File: src/rtl/rx_pkg.sv
package rx_pkg;
  typedef enum logic [2:0] {
    ST_IDLE,
    ST_START,
    ST_DATA,
    ST_PAR,
    ST_STOP
  } rx_state_t;

  localparam logic [1:0] RATE_X1  = 2'd0;
  localparam logic [1:0] RATE_MID = 2'd1;
endpackage

File: src/rtl/rx_line_sync.sv
module rx_line_sync #(
  parameter int STAGES = 2
) (
  input  logic clk,
  input  logic rst,
  input  logic rxd,
  output logic rxd_s
);
  logic [STAGES-1:0] sr;

  generate
    if (STAGES == 1) begin : g_one
      always_ff @(posedge clk) begin
        if (rst) sr <= '1;
        else     sr <= rxd;
      end
    end else begin : g_chain
      always_ff @(posedge clk) begin
        if (rst) sr <= '1;
        else     sr <= {sr[STAGES-2:0], rxd};
      end
    end
  endgenerate

  assign rxd_s = sr[STAGES-1];
endmodule

File: src/rtl/rx_frame_fsm.sv
module rx_frame_fsm import rx_pkg::*; #(
  parameter int MID_DIV = 16,
  parameter int HI_DIV  = 64
) (
  input  logic       clk,
  input  logic       rst,
  input  logic       samp_en,
  input  logic       line,
  input  logic [1:0] rate_sel,
  input  logic [1:0] char_len,
  input  logic       par_en,
  input  logic       par_odd,
  output logic       done,
  output logic [7:0] data,
  output logic       pe,
  output logic       fe
);
  localparam int CW = $clog2(HI_DIV);

  rx_state_t   st;
  logic [CW-1:0] cnt, div_m1, half_m1;
  logic [2:0]  bitn, last_bit;
  logic [7:0]  sh, aligned;
  logic [1:0]  shamt;
  logic        pbit, is_x1, full_tick, half_tick;

  always_comb begin
    is_x1 = (rate_sel == RATE_X1);
    if (rate_sel == RATE_MID) begin
      div_m1  = CW'(MID_DIV - 1);
      half_m1 = CW'(MID_DIV / 2 - 1);
    end else if (is_x1) begin
      div_m1  = '0;
      half_m1 = '0;
    end else begin
      div_m1  = CW'(HI_DIV - 1);
      half_m1 = CW'(HI_DIV / 2 - 1);
    end
    full_tick = samp_en && (cnt == div_m1);
    half_tick = samp_en && (cnt == half_m1);
    last_bit  = {1'b0, char_len} + 3'd4;
    shamt     = 2'd3 - char_len;
    aligned   = sh >> shamt;
  end

  always_ff @(posedge clk) begin
    if (rst) begin
      st   <= ST_IDLE;
      cnt  <= '0;
      bitn <= '0;
      sh   <= '0;
      pbit <= 1'b0;
      done <= 1'b0;
      data <= '0;
      pe   <= 1'b0;
      fe   <= 1'b0;
    end else begin
      done <= 1'b0;
      unique case (st)
        ST_IDLE: begin
          if (samp_en && !line) begin
            cnt  <= '0;
            bitn <= '0;
            st   <= is_x1 ? ST_DATA : ST_START;
          end
        end
        ST_START: begin
          if (half_tick) begin
            cnt <= '0;
            st  <= line ? ST_IDLE : ST_DATA;
          end else if (samp_en) begin
            cnt <= cnt + 1'b1;
          end
        end
        ST_DATA: begin
          if (full_tick) begin
            cnt  <= '0;
            sh   <= {line, sh[7:1]};
            bitn <= bitn + 1'b1;
            if (bitn == last_bit) st <= par_en ? ST_PAR : ST_STOP;
          end else if (samp_en) begin
            cnt <= cnt + 1'b1;
          end
        end
        ST_PAR: begin
          if (full_tick) begin
            cnt  <= '0;
            pbit <= line;
            st   <= ST_STOP;
          end else if (samp_en) begin
            cnt <= cnt + 1'b1;
          end
        end
        ST_STOP: begin
          if (full_tick) begin
            cnt  <= '0;
            done <= 1'b1;
            data <= aligned;
            pe   <= par_en & ((^aligned) ^ pbit ^ par_odd);
            fe   <= ~line;
            st   <= ST_IDLE;
          end else if (samp_en) begin
            cnt <= cnt + 1'b1;
          end
        end
        default: st <= ST_IDLE;
      endcase
    end
  end

  AST_FALSE_START_IDLE: assert property (@(posedge clk) disable iff (rst)
    (st == ST_START && samp_en && cnt == half_m1 && line) |=> (st == ST_IDLE && !done));
  AST_DONE_AFTER_STOP: assert property (@(posedge clk) disable iff (rst)
    done |-> $past(st) == ST_STOP);
  AST_NO_PE_WITHOUT_PAR: assert property (@(posedge clk) disable iff (rst)
    (done && !par_en) |-> !pe);
  AST_X1_SKIPS_START: assert property (@(posedge clk) disable iff (rst)
    (st == ST_IDLE && samp_en && !line && is_x1) |=> st == ST_DATA);
endmodule

File: src/rtl/rx_hold_buf.sv
module rx_hold_buf #(
  parameter int DW = 8
) (
  input  logic          clk,
  input  logic          rst,
  input  logic          done,
  input  logic [DW-1:0] d_in,
  input  logic          pe_in,
  input  logic          fe_in,
  input  logic          rd_ack,
  input  logic          err_clr,
  output logic [DW-1:0] rx_data,
  output logic          rx_ready,
  output logic          par_err,
  output logic          frm_err,
  output logic          ovr_err
);
  always_ff @(posedge clk) begin
    if (rst) begin
      rx_data  <= '0;
      rx_ready <= 1'b0;
      par_err  <= 1'b0;
      frm_err  <= 1'b0;
      ovr_err  <= 1'b0;
    end else begin
      if (done) begin
        rx_data  <= d_in;
        rx_ready <= 1'b1;
      end else if (rd_ack) begin
        rx_ready <= 1'b0;
      end

      if (done && rx_ready && !rd_ack) ovr_err <= 1'b1;
      else if (err_clr)                ovr_err <= 1'b0;

      if (done && pe_in)  par_err <= 1'b1;
      else if (err_clr)   par_err <= 1'b0;

      if (done && fe_in)  frm_err <= 1'b1;
      else if (err_clr)   frm_err <= 1'b0;
    end
  end

  AST_READY_ON_DONE: assert property (@(posedge clk) disable iff (rst)
    done |=> rx_ready);
  AST_ACK_DROPS_READY: assert property (@(posedge clk) disable iff (rst)
    (rd_ack && !done) |=> !rx_ready);
  AST_OVR_ON_FULL: assert property (@(posedge clk) disable iff (rst)
    (done && rx_ready && !rd_ack) |=> ovr_err);
  AST_DATA_HOLD: assert property (@(posedge clk) disable iff (rst)
    !done |=> $stable(rx_data));
  AST_FE_STICKS: assert property (@(posedge clk) disable iff (rst)
    (done && fe_in) |=> frm_err);
  AST_ERR_CLEAR: assert property (@(posedge clk) disable iff (rst)
    (err_clr && !done) |=> (!par_err && !frm_err && !ovr_err));
endmodule

File: src/rtl/rx_break_det.sv
module rx_break_det import rx_pkg::*; #(
  parameter int MID_DIV = 16,
  parameter int HI_DIV  = 64,
  parameter int DW      = 8
) (
  input  logic       clk,
  input  logic       rst,
  input  logic       samp_en,
  input  logic       line,
  input  logic [1:0] rate_sel,
  input  logic [1:0] char_len,
  input  logic       par_en,
  output logic       brk
);
  localparam int BW = $clog2(2 * (DW + 3) * HI_DIV + 1);

  logic [BW-1:0] cnt, thr, divv, frame;

  always_comb begin
    if (rate_sel == RATE_X1)       divv = BW'(1);
    else if (rate_sel == RATE_MID) divv = BW'(MID_DIV);
    else                           divv = BW'(HI_DIV);
    frame = BW'(char_len) + BW'(7) + BW'(par_en);
    thr   = (frame * divv) << 1;
  end

  always_ff @(posedge clk) begin
    if (rst) begin
      cnt <= '0;
      brk <= 1'b0;
    end else if (line) begin
      cnt <= '0;
      brk <= 1'b0;
    end else if (samp_en && !brk) begin
      if (cnt == thr - 1'b1) brk <= 1'b1;
      else                   cnt <= cnt + 1'b1;
    end
  end

  AST_BRK_CLEARS_HIGH: assert property (@(posedge clk) disable iff (rst)
    line |=> !brk);
  AST_BRK_NEEDS_LOW: assert property (@(posedge clk) disable iff (rst)
    $rose(brk) |-> !$past(line));
endmodule

File: src/rtl/async_rx_core.sv
module async_rx_core #(
  parameter int MID_DIV     = 16,
  parameter int HI_DIV      = 64,
  parameter int SYNC_STAGES = 2
) (
  input  logic       clk,
  input  logic       rst,
  input  logic       samp_en,
  input  logic       rxd,
  input  logic [1:0] rate_sel,
  input  logic [1:0] char_len,
  input  logic       par_en,
  input  logic       par_odd,
  input  logic       rd_ack,
  input  logic       err_clr,
  output logic [7:0] rx_data,
  output logic       rx_ready,
  output logic       par_err,
  output logic       frm_err,
  output logic       ovr_err,
  output logic       brk_det
);
  localparam int DW = 8;

  logic          line_s;
  logic          fr_done, fr_pe, fr_fe;
  logic [DW-1:0] fr_data;

  rx_line_sync #(.STAGES(SYNC_STAGES)) u_sync (
    .clk(clk), .rst(rst), .rxd(rxd), .rxd_s(line_s)
  );

  rx_frame_fsm #(.MID_DIV(MID_DIV), .HI_DIV(HI_DIV)) u_fsm (
    .clk(clk), .rst(rst), .samp_en(samp_en), .line(line_s),
    .rate_sel(rate_sel), .char_len(char_len), .par_en(par_en), .par_odd(par_odd),
    .done(fr_done), .data(fr_data), .pe(fr_pe), .fe(fr_fe)
  );

  rx_hold_buf #(.DW(DW)) u_buf (
    .clk(clk), .rst(rst), .done(fr_done), .d_in(fr_data), .pe_in(fr_pe), .fe_in(fr_fe),
    .rd_ack(rd_ack), .err_clr(err_clr), .rx_data(rx_data), .rx_ready(rx_ready),
    .par_err(par_err), .frm_err(frm_err), .ovr_err(ovr_err)
  );

  rx_break_det #(.MID_DIV(MID_DIV), .HI_DIV(HI_DIV), .DW(DW)) u_brk (
    .clk(clk), .rst(rst), .samp_en(samp_en), .line(line_s), .rate_sel(rate_sel),
    .char_len(char_len), .par_en(par_en), .brk(brk_det)
  );

  AST_RESET_QUIET: assert property (@(posedge clk)
    rst |=> (!rx_ready && !par_err && !frm_err && !ovr_err && !brk_det && rx_data == 8'h00));
endmodule

File: config.mk
export PLATFORM = sky130hd
export DESIGN_NAME = async_rx_core
export DESIGN_NICKNAME = d
export VERILOG_FILES = /design/src/rtl/rx_pkg.sv /design/src/rtl/rx_line_sync.sv /design/src/rtl/rx_frame_fsm.sv /design/src/rtl/rx_hold_buf.sv /design/src/rtl/rx_break_det.sv /design/src/rtl/async_rx_core.sv
export SDC_FILE = /design/constraint.sdc
export NUM_CORES = 1
export LEC_CHECK = 0
export ABC_AREA = 1
export BUFFER_PORTS_ARGS = -buffer_cell sky130_fd_sc_hd__buf_4
export CAP_MARGIN = 20
export CORE_MARGIN = 4
export CORE_UTILIZATION = 35
export CTS_CLUSTER_DIAMETER = 80
export DETAILED_ROUTE_END_ITERATION = 8
export GPL_ROUTABILITY_DRIVEN = 0
export SLEW_MARGIN = 20
export SYNTH_ARGS = -nofsm -noshare
export SYNTH_HDL_FRONTEND = slang
export SYNTH_SLANG_ARGS = --single-unit
File: constraint.sdc
create_clock -name clk -period 3.5 [get_ports clk]
set_input_delay 0.175 -clock clk [delete_from_list [all_inputs] [get_ports clk]]
set_output_delay 0.175 -clock clk [all_outputs]
set_load 0.05 [all_outputs]
== After elaboration in Yosys (flattened, before gate mapping) ==
Cells that the tools add are included.

* Bits in registers: 58
* Memories kept: 0
* Bits in latches: 0
* Output and inout bits: 13
* Memory bits (writable): 0
* ROM bits: 0
* Logic and storage cells: 110
* Input bits: 12

* $mul: 1
* Muxes and demuxes: 31
* Add/sub/neg operators: 8
* Shift-type cells: 1
* Bitwise gates (word level): 6
* Order comparisons: 0
* Reduce and logical (&&, ||, !) cells: 31
* Divide/modulo/power cells: 0
* Equality and inequality tests: 15

{| class="wikitable"
|+ Operators with widths
! cell !! number
|-
| $mux 6 || 7
|-
| $mux 3 || 9
|-
| $pmux 6 s3 || 1
|-
| $pmux 3 s5 || 1
|-
| $mux 7 || 2
|-
| $eq 6x6->1 || 2
|-
| $ne 2x1->1 const B || 6
|-
| $reduce_and 2->1 || 6
|-
| $add 11x1->11 || 1
|-
| $add 11x1->11 const B || 1
|-
| $eq 11x11->1 || 1
|-
| $mul 11x7->10 || 1
|-
| $sub 11x1->11 const B || 1
|-
| $reduce_bool 2->1 || 5
|-
| $logic_and 1x1->1 || 8
|-
| $reduce_xor 8->1 || 1
|-
| $shr 8x2->8 || 1
|-
| $mux 1 || 7
|-
| $add 6x1->6 const B || 1
|-
| $eq 3x2->1 const B || 2
|-
| $pmux 3 s2 || 1
|-
| $reduce_and 6->1 || 1
|-
| $mux 5 || 1
|-
| $add 2x3->4 const B || 1
|-
| 18 further kinds || 25
|}

== Longest topological paths before layout ==
* Depth in word-level cells: 8
* Gate-level depth with buffers: 29
* Mapped depth without buffers: 28

== By module ==
From an unflattened synthesis, not the netlist that was laid out.

* Cells, all modules: 585
* Area, all modules: 3,853.7 sq um

{| class="wikitable"
|+ Modules (own cells, without submodules)
! module !! sequential area each (sq um) !! times used !! cells each !! area each (sq um)
|-
| rx_frame_fsm || 640.6 || 1 || 325 || 2,019.4
|-
| rx_break_det || 240.2 || 1 || 201 || 1,320.0
|-
| rx_hold_buf || 240.2 || 1 || 52 || 455.4
|-
| rx_line_sync || 40.0 || 1 || 7 || 58.8
|}

== Worst setup path after synthesis ==
Ideal clock, no wire load.

* Kind: input-to-reg
* Start point: input char_len[0]
* End point: register u_brk.cnt[7]
* Setup time: 0.072 ns
* Arrival time: 2.922 ns
* Required time: 3.428 ns
* Path buffers: 2
* Stages on the path: 21
* Path slack: 0.506 ns
* Cell sequence: clkbuf_2 -> inv_1 -> ha_1 -> inv_1 -> ha_1 -> nand2_1 -> inv_1 -> ha_1 -> ha_1 -> ha_1 -> xor2_1 -> inv_1 -> o21ai_0 -> nand2_1 -> nand2_1 -> nor2_2 -> nand4_2 -> o21ai_2 -> buf_6 -> nand2_1 -> a21oi_1

* Word-level cells in the longest chain between the ends: 7

{| class="wikitable"
|+ RTL lines
! item !! RTL line !! source
|-
| start, declared || async_rx_core.sv:11 || <nowiki>input logic [1:0] char_len,</nowiki>
|-
| $add 2x3->4 || rx_break_det.sv:23 || <nowiki>frame = BW'(char_len) + BW'(7) + BW'(par_en);</nowiki>
|-
| $add 11x1->11 || rx_break_det.sv:23 ||
|-
| $mul 11x7->10 || rx_break_det.sv:24 || <nowiki>thr = (frame * divv) << 1;</nowiki>
|-
| $sub 11x1->11 || rx_break_det.sv:35 || <nowiki>if (cnt == thr - 1'b1) brk <= 1'b1;</nowiki>
|-
| $eq 11x11->1 || rx_break_det.sv:35 ||
|-
| $not 1->1 (no line) || -- ||
|-
| $reduce_and 2->1 (no line) || -- ||
|-
| end signal, assigned || rx_break_det.sv:36 || <nowiki>else cnt <= cnt + 1'b1;</nowiki>
|-
| end, declared || rx_break_det.sv:17 || <nowiki>logic [BW-1:0] cnt, thr, divv, frame;</nowiki>
|}

Every way passes these cells.
A chain may end at the register's enable or synchronous reset.

== Final worst setup path ==
* Start point: input char_len[0]
* End point: register u_brk.cnt[2]

The elaborated chain is that of the path after synthesis.

==> impl_results.md <==
- Post-synth EDFFs: 0
- Net load switching power: 0.5346 mW
- N_diodes: 0
- FP Rows: 36
- Most used DFF post-synth: dfxtp_1
- Status: completed
- Final Power: 1.615 mW
- Core Box Area: around 0.01 mm2
- Combinational share of power: between 20 and 25%
- Slew headroom: 50.82%
- Buf/Inv on CP: 5
- R2r worst-path depth: 8
- Final cell count without fillers: 723
- DRT iter0 DRCs: 147
- Filler instances: 1064
- Post-route setup TNS: 0 ns
- Internal power: ~1.1 mW
- All-Layer GR Usage: 14.83%
- Crit Reg-Reg Endpoint: u_fsm.fe
- Hold Crit Start: rxd
- Clock buffer count from CTS: 9
- NumNets Final: 610
- Die W: ~110 um
- Fin crit share: 84.86%
- Postcts setup bufs: 0
- PortBufs: 24
- WHS Path Cells: 2
- GRT Residual Overflow: 0
- Largest net degree at the start of global routing: 29
- Area of placed instances: 0.003897 mm2
- H-tree levels: 3
- CP Max Fanout: 11
- Post-synth top area cell: dfxtp_1
- DIE AREA: between 0.01 and 0.015 mm2
- Worst-margin pin slew: 0.7368 ns
- Max Fclk: 0.3367 GHz
- Nature of the critical path endpoint: flip-flop
- Root buf cell: clkbuf_8
- WL/cell: ~11 um
- Design Area, Final: 0.004076 mm2
- Pleak: 1.892 nW
- WHS Endpoint: u_sync.sr[0]
- Via count: between 3000 and 4000
- Final Critical Period: between 2 and 3 ns
- Worst path slowest cell: o21ai_2
- Reg-to-Reg Start: u_fsm.cnt[0]
- Max Cap Viol: 0
- Post-Route WL: 8248 um
- Clock-pin slew on the worst setup and hold paths: 0.07 ns
- Final WS setup: 0.5299 ns
- CTS max path bufs: 2
- Pwr dens: 396.1 mW/mm2
- Cells after synthesis: 560
- Post-route ant nets: 0
- Synth area leaders: dfxtp_1 32%, nand2_1 16%, inv_1 8.5%
- Worst VDD drop: 184.8 uV
- Hold Slack: 0.01857 ns
- Fin Clk Skew: 0.006373 ns
- Synth top area share: 32.30%
- Clk network pwr share: 34.6%
- Commonest non-fill, non-tap cells in the layout: 154 x nand2_1, 81 x inv_1, 58 x dfxtp_1
- Data required time at the worst endpoint: roughly 3.8 ns
- Post-DP HPWL: 6254 um
- Starting Density: 36.28%
- Post-placement cell count: 707
- CTS tree: yes
- Area occupied by multi-input gates: 0.002038 mm2
- Arr. time, crit path: 3.23 ns
- Switching share of power: between 30 and 40%
- Final Max Tran Viols: 0
- Mapped Nets: roughly 590
- Most frequent CP cell: ha_1
- DR vias/cell: 4.820
- Clock Sinks: just under 60
- Layout cells sized above 1: 9.831%
- Final setup fails: 0
- Final hold viol count: 0
- # IOs: 25
- Synth unique cells: 41
- Number of remaining DRC errors: 0
- CP Cell Sequence: buf_4 -> inv_1 -> ha_1 -> inv_1 -> ha_1 -> nand2_1 -> inv_1 -> ha_1 -> ha_1 -> ha_1 -> xor2_1 -> inv_1 -> o21ai_0 -> nand2_1 -> nand2_1 -> nor2_2 -> nand4_2 -> o21ai_2 -> nand2_1 -> a21oi_1
- Initial antenna violation count: 0
- Yosys warns: 0
- Commonest non-fill, non-tap cell in the layout: nand2_1
- FFs w/ async S/R, synth: 0%
- Setup slack, reg-to-reg: 1.58 ns
- CP Launch Type: input port
- First-pass DRT Iterations: 4
- Post-CTS sizing: 0
- Placement Setup Slack: 0.1668 ns
- Cell area after synthesis: 0.003595 mm2
- Vert. Die Dim: 109.3 um
- Clk_lat worst skew: 0.33 ns
- Sequential share of power: 43.2%
- Hold_buf cts: 0
- Vias in the first global route: roughly 3300
- FF+latch area: 0.001161 mm2
- Path type of the worst min-delay path: in2reg
- First-pass GRT wire length: 14410 um
- Family with the most delay on the worst path: adder cells
- Post-synthesis area per instance: 6.419 um2
- Post-route core utilization: 41.14%
- Sequential area share after synthesis: 32.30%
- RSZ-0062 raised after global routing: false
- Setup CP Type: in2reg
- Flop and latch count out of synthesis: 58
- Synthesis-to-layout area growth: 13.40%
- Largest stage delay on the critical path: 0.42 ns
logic make-up after synthesis:
logic type | Yosys count | share of synthesized area (%)
AND/OR/NAND/NOR | 265 | 31.74
adder cells (fa/ha/maj) | 13 | 4.525
AO/OA/AOI/OAI | 104 | 15.28
flip-flops | 58 | 32.30
buffers and inverters | 99 | 11.00
XOR/XNOR | 20 | 4.873
multiplexers | 1 | 0.2785
synthesized netlist by cell type, types with 3 or more instances:
| cell type | instances |
|---|---|
| nand4_1 | 4 |
| o211ai_1 | 3 |
| inv_1 | 81 |
| nor3_1 | 6 |
| nand3b_1 | 3 |
| ha_1 | 13 |
| nand3_1 | 48 |
| nand2_1 | 154 |
| xnor2_1 | 8 |
| xor2_1 | 12 |
| o22ai_1 | 3 |
| nor2_1 | 35 |
| buf_1 | 3 |
| buf_2 | 4 |
| clkbuf_1 | 4 |
| o21ai_0 | 39 |
| a21oi_1 | 51 |
| o21ai_1 | 3 |
| dfxtp_1 | 58 |
worst max path at each step:
| stage | depth (start not counted) | startpoint | to | slack, ns |
|---|---|---|---|---|
| 2_1_floorplan | 21 | char_len[0] | u_brk.cnt[7] | 0.51 |
| 3_3_place_gp | 21 | char_len[0] | u_brk.cnt[0] | 0.24 |
| 3_5_place_dp | 20 | char_len[0] | u_brk.cnt[8] | 0.17 |
| 4_1_cts | 20 | char_len[0] | u_brk.cnt[2] | 0.52 |
| 5_1_grt | 20 | char_len[0] | u_brk.cnt[6] | 0.23 |
| 6_report | 20 | char_len[0] | u_brk.cnt[2] | 0.53 |
final cells by class:
cell class | count | area share (%)
multi-input cells | 403 | 50.00
repair buffers | 28 | 5.157
flip-flops and latches | 58 | 28.48
inverters | 85 | 7.888
well taps | 133 | 4.082
clock inverters | 6 | 1.013
clock buffers | 10 | 3.376
state kept, by name, summed over array words and instances (netlist names):
| name | count |
|---|---|
| u_brk.cnt | 11 |
| u_buf.rx_data | 8 |
| u_fsm.data | 8 |
| u_fsm.sh | 8 |
| u_fsm.cnt | 6 |
| u_fsm.bitn | 3 |
| u_fsm.st | 3 |
| u_sync.sr | 2 |
| u_brk.brk | 1 |
| u_buf.frm_err | 1 |
| u_buf.ovr_err | 1 |
| u_buf.par_err | 1 |
| u_buf.rx_ready | 1 |
| u_fsm.done | 1 |
| u_fsm.fe | 1 |
| u_fsm.pbit | 1 |
| u_fsm.pe | 1 |
power groups by stage:
| stage | combinational [mW] | sequential (mW) | clock (mW) |
|---|---|---|---|
| after floorplan | 0.282 | 0.708 | 0 |
| after global placement | 0.349 | 0.712 | 0 |
| after detailed placement | 0.355 | 0.713 | 0 |
| after CTS | 0.358 | 0.698 | 0.582 |
| after global routing | 0.415 | 0.701 | 0.611 |
| final | 0.358 | 0.698 | 0.558 |
per-layer routing:
metal | track usage [%] | wire length (um) | part of all wire (%) | up-vias
li1 | - | - | - | 1849
met1 | 18.92 | 3970 | 48 | 1548
met2 | 24.50 | 3784 | 46 | 75
met3 | 3.464 | 347 | 4.2 | 13
met4 | 5.165 | 146 | 1.8 | 0
met5 | 0 | 0 | 0 | -
No activity file was read; power rests on OpenSTA's default activity.
